--- config.mk ---
export PLATFORM = sky130hd
export DESIGN_NAME = cbmb_mailbox
export DESIGN_NICKNAME = d
export VERILOG_FILES = /design/src/rtl/cbmb_pkg.sv /design/src/rtl/cbmb_ptr.sv /design/src/rtl/cbmb_store.sv /design/src/rtl/cbmb_status.sv /design/src/rtl/cbmb_mailbox.sv
export SDC_FILE = /design/constraint.sdc
export NUM_CORES = 1
export LEC_CHECK = 0
export ABC_CLOCK_PERIOD_IN_PS = 7800
export BUFFER_PORTS_ARGS = -buffer_cell sky130_fd_sc_hd__buf_2
export CAP_MARGIN = 10
export CORE_MARGIN = 2
export CORE_UTILIZATION = 35
export DETAILED_ROUTE_END_ITERATION = 12
export PLACE_DENSITY = 0.63
export SLEW_MARGIN = 20
export SYNTH_ARGS = -nofsm -noshare
export SYNTH_HDL_FRONTEND = slang
export SYNTH_SLANG_ARGS = --single-unit
--- constraint.sdc ---
create_clock -name clk -period 7.8 [get_ports clk]
set_clock_uncertainty 0.2 [all_clocks]
set_input_delay 0.78 -clock clk [delete_from_list [all_inputs] [get_ports clk]]
set_output_delay 0.78 -clock clk [all_outputs]
set_load 0.05 [all_outputs]
--- src/rtl/cbmb_pkg.sv ---
package cbmb_pkg;
   localparam int unsigned ENTRY_W = 32;
   typedef logic [ENTRY_W-1:0] entry_t;
   localparam entry_t ENTRY_ONES = '1;

   function automatic logic [7:0] depth_code(input int unsigned log2_depth);
      return 8'(1 << log2_depth);
   endfunction
endpackage

--- src/rtl/cbmb_ptr.sv ---
module cbmb_ptr #(
   parameter int unsigned AW = 3
) (
   input  logic          clk,
   input  logic          rst_n,
   input  logic          adv_i,
   output logic [AW-1:0] ptr_o
);
   localparam logic [AW-1:0] LAST = '1;

   logic [AW-1:0] ptr_q;

   always_ff @(posedge clk or negedge rst_n) begin
      if (!rst_n)     ptr_q <= '0;
      else if (adv_i) ptr_q <= ptr_q + 1'b1;
   end

   assign ptr_o = ptr_q;

   // the top slot is followed by slot zero
   p_wrap_r7: assert property (@(posedge clk) disable iff (!rst_n)
      (adv_i && ptr_q == LAST) |=> (ptr_q == '0));

   // held at zero while reset is applied
   always_comb begin
      if (!rst_n) a_rst_zero_r10: assert (ptr_q == '0);
   end
endmodule

--- src/rtl/cbmb_store.sv ---
module cbmb_store
   import cbmb_pkg::*;
#(
   parameter int unsigned AW          = 3,
   parameter bit          RESET_SLOTS = 1'b0
) (
   input  logic          clk,
   input  logic          rst_n,
   input  logic          we_i,
   input  logic [AW-1:0] waddr_i,
   input  entry_t        wdata_i,
   input  logic [AW-1:0] raddr_i,
   output entry_t        rdata_o
);
   localparam int unsigned DEPTH = 1 << AW;

   entry_t slot_q [DEPTH];

   generate
      if (RESET_SLOTS) begin : g_rst_slots
         always_ff @(posedge clk or negedge rst_n) begin
            if (!rst_n) begin
               for (int i = 0; i < DEPTH; i++) slot_q[i] <= '0;
            end else if (we_i) begin
               slot_q[waddr_i] <= wdata_i;
            end
         end
      end else begin : g_plain_slots
         logic unused_rst;
         assign unused_rst = rst_n;
         always_ff @(posedge clk) begin
            if (we_i) slot_q[waddr_i] <= wdata_i;
         end
      end
   endgenerate

   assign rdata_o = slot_q[raddr_i];
endmodule

--- src/rtl/cbmb_status.sv ---
module cbmb_status #(
   parameter int unsigned DEPTH_LOG2 = 3
) (
   input  logic [DEPTH_LOG2-1:0] wptr_i,
   input  logic [DEPTH_LOG2-1:0] rptr_i,
   output logic [31:0]           word_o
);
   localparam int unsigned PAD = 8 - DEPTH_LOG2;
   localparam logic [7:0] DCODE = cbmb_pkg::depth_code(DEPTH_LOG2);

   logic [7:0] wfield, rfield;

   generate
      if (PAD > 0) begin : g_pad
         assign wfield = {{PAD{1'b0}}, wptr_i};
         assign rfield = {{PAD{1'b0}}, rptr_i};
      end else begin : g_full
         assign wfield = 8'(wptr_i);
         assign rfield = 8'(rptr_i);
      end
   endgenerate

   assign word_o = {DCODE, wfield, rfield, 8'h00};
endmodule

--- src/rtl/cbmb_mailbox.sv ---
module cbmb_mailbox
   import cbmb_pkg::*;
#(
   parameter int unsigned DEPTH_LOG2  = 3,
   parameter bit          RESET_SLOTS = 1'b0
) (
   input  logic        clk,
   input  logic        rst_n,
   input  logic        rdy_i,
   input  logic        prod_wr_i,
   input  logic [31:0] prod_data_i,
   input  logic        win_rd_i,
   input  logic        win_wr_i,
   output logic [31:0] win_rdata_o,
   output logic [31:0] status_o,
   output logic        ovf_o
);
   localparam int unsigned AW = DEPTH_LOG2;
   localparam logic [AW-1:0] CAP = '1;

   generate
      if (DEPTH_LOG2 < 1 || DEPTH_LOG2 > 7) begin : g_bad_depth
         $error("cbmb_mailbox: DEPTH_LOG2 must lie in 1..7");
      end
   endgenerate

   logic [AW-1:0] wptr, rptr, fill;
   logic          empty, full, wr_ok, rd_ok, ovf_q;
   entry_t        slot_data;

   assign fill  = wptr - rptr;
   assign empty = (fill == '0);
   assign full  = (fill == CAP);
   assign wr_ok = prod_wr_i && !full;
   assign rd_ok = win_rd_i && rdy_i && !empty;

   cbmb_ptr #(.AW(AW)) u_wptr (
      .clk(clk), .rst_n(rst_n), .adv_i(wr_ok), .ptr_o(wptr));

   cbmb_ptr #(.AW(AW)) u_rptr (
      .clk(clk), .rst_n(rst_n), .adv_i(rd_ok), .ptr_o(rptr));

   cbmb_store #(.AW(AW), .RESET_SLOTS(RESET_SLOTS)) u_store (
      .clk(clk), .rst_n(rst_n), .we_i(wr_ok), .waddr_i(wptr),
      .wdata_i(prod_data_i), .raddr_i(rptr), .rdata_o(slot_data));

   cbmb_status #(.DEPTH_LOG2(DEPTH_LOG2)) u_status (
      .wptr_i(wptr), .rptr_i(rptr), .word_o(status_o));

   always_ff @(posedge clk or negedge rst_n) begin
      if (!rst_n) ovf_q <= 1'b0;
      else        ovf_q <= prod_wr_i && full;
   end

   assign ovf_o       = ovf_q;
   assign win_rdata_o = rd_ok ? slot_data : ENTRY_ONES;

   // accepted write moves the write position by one
   p_wptr_step_r3: assert property (@(posedge clk) disable iff (!rst_n)
      (prod_wr_i && !full) |=> (wptr == $past(wptr) + 1'b1));

   // valid read moves the read position by one
   p_rptr_step_r4: assert property (@(posedge clk) disable iff (!rst_n)
      (win_rd_i && rdy_i && !empty) |=> (rptr == $past(rptr) + 1'b1));

   // gated read gives all ones and freezes the read position
   p_not_ready_r5: assert property (@(posedge clk) disable iff (!rst_n)
      (win_rd_i && !rdy_i) |-> (win_rdata_o == ENTRY_ONES));
   p_not_ready_hold_r5: assert property (@(posedge clk) disable iff (!rst_n)
      (!win_rd_i || !rdy_i) |=> $stable(rptr));

   // window write strobe leaves positions alone
   p_win_write_ignored_r6: assert property (@(posedge clk) disable iff (!rst_n)
      (win_wr_i && !win_rd_i && !prod_wr_i) |=> ($stable(rptr) && $stable(wptr)));

   // empty read gives all ones
   p_empty_read_r8: assert property (@(posedge clk) disable iff (!rst_n)
      (win_rd_i && empty) |-> (win_rdata_o == ENTRY_ONES));

   // write into a full ring is dropped and flagged
   p_no_overflow_r9: assert property (@(posedge clk) disable iff (!rst_n)
      (prod_wr_i && full) |=> (ovf_o && $stable(wptr)));
   p_ovf_cause_r9: assert property (@(posedge clk) disable iff (!rst_n)
      !(prod_wr_i && full) |=> !ovf_o);
endmodule

After elaboration in Yosys (flattened, before gate mapping)
Memory sizes are Yosys's and may differ from the RTL's.
Index checks and enable logic that the tools add are counted.
- flip-flop bits (word level): 7
- RAM bits: 256
- input bits: 38
- output and inout port bits: 65
- logic and storage cells: 18
- memories kept: 1
- add/subtract/negate cells: 3
- equal/unequal tests: 1
- muxes and demuxes: 3
- reductions and logical operators: 7
- memories (name ; depth ; bits a word ; read ports ; clocked after Yosys merged registers in ; write ports ; RTL line ; source):
    u_store.slot_q ; 8 ; 32 ; 1 ; 0 ; 1 ; cbmb_store.sv:17 ; entry_t slot_q [DEPTH];
- operators with widths (operator ; count):
    32-bit two-way mux ; 1
    3-bit by 1-bit adder with 3-bit output, second input constant ; 2
    1-bit logical AND ; 4
    3-bit == test, second input constant ; 1
    3-bit logical NOT ; 1
    3-bit subtractor ; 1
    1-bit logical NOT ; 2
    1-bit two-way mux ; 2

Logic depth before layout (Yosys ltp)
- word-level depth: 6
- depth in mapped cells: 9
- gate-level depth less buffers: 7

Cells and area by module
From an unflattened synthesis, not the netlist that was laid out.
- cell total of the unflattened synthesis: 489
- area, all modules: 10820.4 µm²
- by module, submodules not included (module ; instances ; cells an instance ; area each (µm²) ; seq. area each (µm²)):
    cbmb_store ; 1 ; 383 ; 9825.7 ; 7687.4
    cbmb_mailbox ; 1 ; 56 ; 499.2 ; 25.0
    cbmb_ptr ; 2 ; 8 ; 123.9 ; 75.1
    cbmb_status ; 1 ; 34 ; 247.7 ; 0.0

Worst setup path after synthesis
OpenSTA, ideal clock, no wires.
- path type: register -> register
- start point: register u_rptr.ptr_q[1], in the netlist u_rptr.ptr_o[1]
- end point: memory u_store.slot_q[0][0] in the netlist's numbering, enable pin
- library setup time: 0.461 ns
- arrival time: 4.609 ns
- data required time: 7.139 ns
- path slack: 2.530 ns
- stages on the path, launching flop included: 9
- buffers on the path: 3
- clock period less this slack: 5.270 ns
- cells stage by stage: dfrtp_1 clkbuf_1 buf_2 buf_2 inv_1 fa_1 xnor2_1 a311o_1 nor3_1
- cells in the longest elaborated chain, start to end: 6
- RTL lines (element ; RTL line ; source):
    start: declaration ; cbmb_ptr.sv:11 ; logic [AW-1:0] ptr_q;
    start signal: assignment ; cbmb_ptr.sv:15 ; else if (adv_i) ptr_q <= ptr_q + 1'b1;
    3-bit subtractor ; cbmb_mailbox.sv:31 ; assign fill = wptr - rptr;
    3-bit == test ; cbmb_mailbox.sv:33 ; assign full = (fill == CAP);
    1-bit logical NOT ; cbmb_mailbox.sv:34 ; assign wr_ok = prod_wr_i && !full;
    1-bit logical AND ; cbmb_mailbox.sv:34 ;
    1-bit two-way mux ; cbmb_store.sv:32 ; if (we_i) slot_q[waddr_i] <= wdata_i;
    1-bit two-way mux (not written as such) ; cbmb_store.sv:32 ;
    end: declaration ; cbmb_store.sv:17 ;
No other way between the ends.

Worst setup path after layout
- start point: register u_rptr.ptr_q[0], in the netlist u_rptr.ptr_o[0]
- end point: output port win_rdata_o[13]
- cells in the longest elaborated chain, start to end: 5
- elaborated cells between the ends (all ways): 6
- those cells by class: add/sub: 1; mux: 1; reduce/logical: 3; memory: 1
- RTL lines (element ; RTL line ; source):
    3-bit subtractor ; cbmb_mailbox.sv:31 ;
    3-bit logical NOT ; cbmb_mailbox.sv:32 ; assign empty = (fill == '0);
    1-bit logical NOT ; cbmb_mailbox.sv:35 ; assign rd_ok = win_rd_i && rdy_i && !empty;
    1-bit logical AND ; cbmb_mailbox.sv:35 ;
    32-bit two-way mux (*) ; cbmb_mailbox.sv:56 ; assign win_rdata_o = rd_ok ? slot_data : ENTRY_ONES;
    end: declaration ; cbmb_mailbox.sv:14 ; output logic [31:0] win_rdata_o,
Every way passes the cells marked *; elsewhere a longest branch is shown, timed or not.

==> results by group <==
Power and ir drop
  • Relative contribution of the clock network to total power: roughly a quarter
  • Combinational Power Share: 34.8%
  • Sum of internal, switching and leakage power: between 4 and 5 mW
  • Part of the total power dissipated in sequential elements: 39.4%
  • Net switching fraction of the power: about a third
  • Maximum resistive drop on vdd: 251.2 uV
  • Leak: 4.202 nW
  • Net Sw Power: 1.650 mW
  • Internal power component: 3.125 mW
  • Power per cell area: between 300 and 400 mW/mm2

STA
  • Slew of the pin with the lowest slew margin: 1021 ps
  • Number of setup violations in the final report: 0
  • Slew Viols, Final: 0
  • Setup WS post-layout: approximately 3300 ps
  • Share of the cycle needed by the critical path after routing: 57.63%
  • RSZ-0062 raised after global routing: no
  • Aggregate negative setup slack: 0 ps
  • Final-report hold violation count: 0
  • Worst rel slew slack: between 30% and 40%
  • Fmax achieved: between 0.2 and 0.25 GHz
  • Period minus WS final: roughly 4500 ps
  • Final hold slack: between 300 and 400 ps

Floorplan
  • Starting density of the core: between 30% and 40%
  • Row Count: 63
  • Die height: about 180 um
  • Die X-Extent: around 180 um
  • Count of boundary I/O pins: 103
  • Floorplan die area: 0.03179 mm2
  • Core region area: 0.02980 mm2

Synth
  • Yosys Warn Count: 0
  • Post-synth top area share: between 70% and 80%
  • Post-synth top area cell: edfxtp_1
  • Synth area leaders: edfxtp_1 72%, mux2_2 7.0%, mux2i_1 6.0%, a22o_1 2.6%, buf_4 2.4%
  • Combinational family with the most area after synthesis: multiplexers
  • Simple-gate share of the synthesized area: 1.047%
  • Area share of xor/xnor cells in the synthesized design: 0.5648%
  • Sequential share of the synthesized area: around three quarters
  • Fraction of the mapped netlist area in compound gates: approximately 7%
  • Adder-cell share of the synthesized area: less than 1%
  • Count of unique library cells instantiated by Yosys: 32
  • Post-synthesis instance area: 0.01063 mm2
  • Number of standard cells after synthesis: 594
  • Mean post-synth cell area: 17.90 um2
  • Flops & latches, synth: ~260
  • Share of synthesized area spent on multiplexers: 13.15%

Global routing
  • Largest net degree at the start of global routing: 73
  • All-Layer GR Usage: 13.14%
  • Aggregate global routing overflow: 0
  • Antenna violations before repair: 4
  • First-pass GRT wire length: 31,360 um
  • Via count of the first global-routing pass: roughly 5,200

Setup path
  • Arrival time reported for the critical path endpoint: 3510 ps
  • Worst r2r path cells: 7
  • Worst reg2reg endpoint: u_store.slot_q[0][18]
  • R2r setup slk: 4580 ps
  • Worst setup path startpoint: u_rptr.ptr_o[0]
  • Crit path capture type: output pin
  • Worst r2r src: u_rptr.ptr_o[0]
  • Worst Setup Path Type: flop to output pin
  • Worst EP required: between 6000 and 7000 ps
  • Critical path startpoint category: flop
  • CP max FO: 34

Placement
  • Cells after DPL: about 1,000
  • Area post-placement: roughly 0.011 mm2
  • Number of buffer cells added on primary ports: between 70 and 80
  • Final Wtd Congestion: between 0.6 and 0.7
  • Worst-case setup slack after placement: around 3500 ps
  • Final HPWL from detailed placement: ~11,000 um

Worst hold path
  • Worst Hold Depth: 1
  • Worst-case hold path end point: u_store.slot_q[7][10]
  • Start point of the worst hold path: prod_data_i[10]
  • Worst hold path class: primary input to flop

CTS
  • # Post-CTS Setup Buffers: 0
  • CTS sink count: 263
  • TritonCTS clock tree: yes
  • Clock slew at the register clock pins of the worst setup and hold paths: about 60 ps
  • CTS Buf Count: 27
  • # H-tree levels: 1
  • Cell at the root of the clock tree: clkbuf_16
  • Maximum buffer depth of the clock tree: 3
  • Source-to-sink clock delay at the later pin of the worst-skew pair: between 500 and 600 ps

Routing
  • Vias: about 5,300
  • Routed wirelength normalized by instance count: about 19 um
  • DRC Markers: 0
  • Via-to-Cell Ratio: approximately 4.9
  • Post-route ant nets: 0
  • Starting DRT DRC Count: roughly 290
  • Total wire length: around 21,000 um
  • DR pass1 iterations: 4

Cells and area
  • Post-synthesis to final-layout area growth: 15.32%
  • Total of fill cells in the finished design: 2,689
  • Ratio of cells with drive above 1 in the final layout: between 30% and 40%
  • Multi-input gate area in the final layout: approximately 0.0025 mm2
  • Fin nets: between 700 and 800
  • Most frequent standard cell in the layout excluding fill and tap cells: edfxtp_1
  • Storage cell area: a little under 0.008 mm2
  • Number of non-filler instances in the completed layout: around 1,100
  • Utilization after layout: 41.16%
  • Design area: 0.01226 mm2
  • Top library cells by usage in the layout, fill and taps aside: 256 x edfxtp_1, 75 x buf_2, 66 x mux2_2, 64 x mux2i_1

Job
  • MaxCap Viol Count: 0

Status
  • Outcome: complete, no violations
-- worst max-delay path, cell delays in order, from the launching register on --
cell and delay (ps):
dfrtp_1 560, ha_1 210, inv_1 50, fa_1 450
xor3_2 480, a21oi_4 160, buf_4 490, o21ai_0 300
buf_2 290
-- state kept, by name (all words and copies together), names as in the netlist --
signal and cells:
ovf_o 1, u_rptr.ptr_o 3, u_store.slot_q 256, u_wptr.ptr_o 3
-- layout make-up --
cell class | instances | area share, %
clock inverter | 13 | 1.143
tap | 390 | 3.979
antenna | 2 | 0.04081
clock buffer | 34 | 5.724
timing repair buffer | 91 | 4.224
inverter | 5 | 0.1530
multi-input combinational | 292 | 20.59
sequential | 263 | 64.15
-- worst max-delay path by stage --
stage	endpoint	slack [ps]	depth (start not counted)
3_5_place_dp	win_rdata_o[13]	3530	6
2_1_floorplan	u_store.slot_q[0][0]	2530	8
6_report	win_rdata_o[13]	3310	8
4_1_cts	win_rdata_o[13]	2990	6
3_3_place_gp	win_rdata_o[13]	3560	6
5_1_grt	win_rdata_o[13]	3120	8
-- repair_timing --
| action | CTS | global route |
|---|---|---|
| resized for setup | 0 | 0 |
| hold buffers | 1 | 0 |
| endpoints found under the hold margin | 7 | 0 |
-- synthesized netlist by cell type, drive strengths merged --
| library cell | instances |
|---|---|
| edfxtp | 256 |
| mux2 | 67 |
| mux2i | 64 |
| buf | 44 |
| o21ai | 34 |
| a22o | 32 |
| o22ai | 32 |
| clkbuf | 14 |
| dfrtp | 7 |
| nor2 | 7 |
| nand2 | 6 |
| inv | 5 |
| nor3 | 4 |
| ha | 3 |
| nand2b | 3 |
| conb | 2 |
| nor2b | 2 |
| xnor2 | 2 |
| xor2 | 2 |
| a211o | 1 |
| a21oi | 1 |
| a311o | 1 |
| fa | 1 |
| nand3 | 1 |
| nor4 | 1 |
| o211ai | 1 |
| xor3 | 1 |
-- power by group through the flow --
| stage | Combinational (mW) | Clock [mW] | Sequential [mW] |
|---|---|---|---|
| 2_1_floorplan | 1.22 | 0 | 1.96 |
| 3_3_place_gp | 1.65 | 0 | 1.90 |
| 3_5_place_dp | 1.67 | 0 | 1.91 |
| 4_1_cts | 1.68 | 1.26 | 1.89 |
| 5_1_grt | 1.79 | 1.32 | 1.90 |
| 6_report | 1.66 | 1.23 | 1.88 |
-- metal layers --
layer  up-vias  wire, um  global-route usage, %
li1       2463         -                      -
met1      2691      9318                  17.80
met2       123     10350                  21.92
met3        30       955                  2.366
met4         4       384                  3.421
met5         -        23                      0
-- logic make-up after synthesis --
logic type / after synthesis
buffers and inverters: 63
AO/OA/AOI/OAI: 102
other: 2
XOR/XNOR: 5
multiplexers: 131
adder cells (fa/ha/maj): 4
flip-flops: 263
AND/OR/NAND/NOR: 24
(Power assumes the default switching activity.)
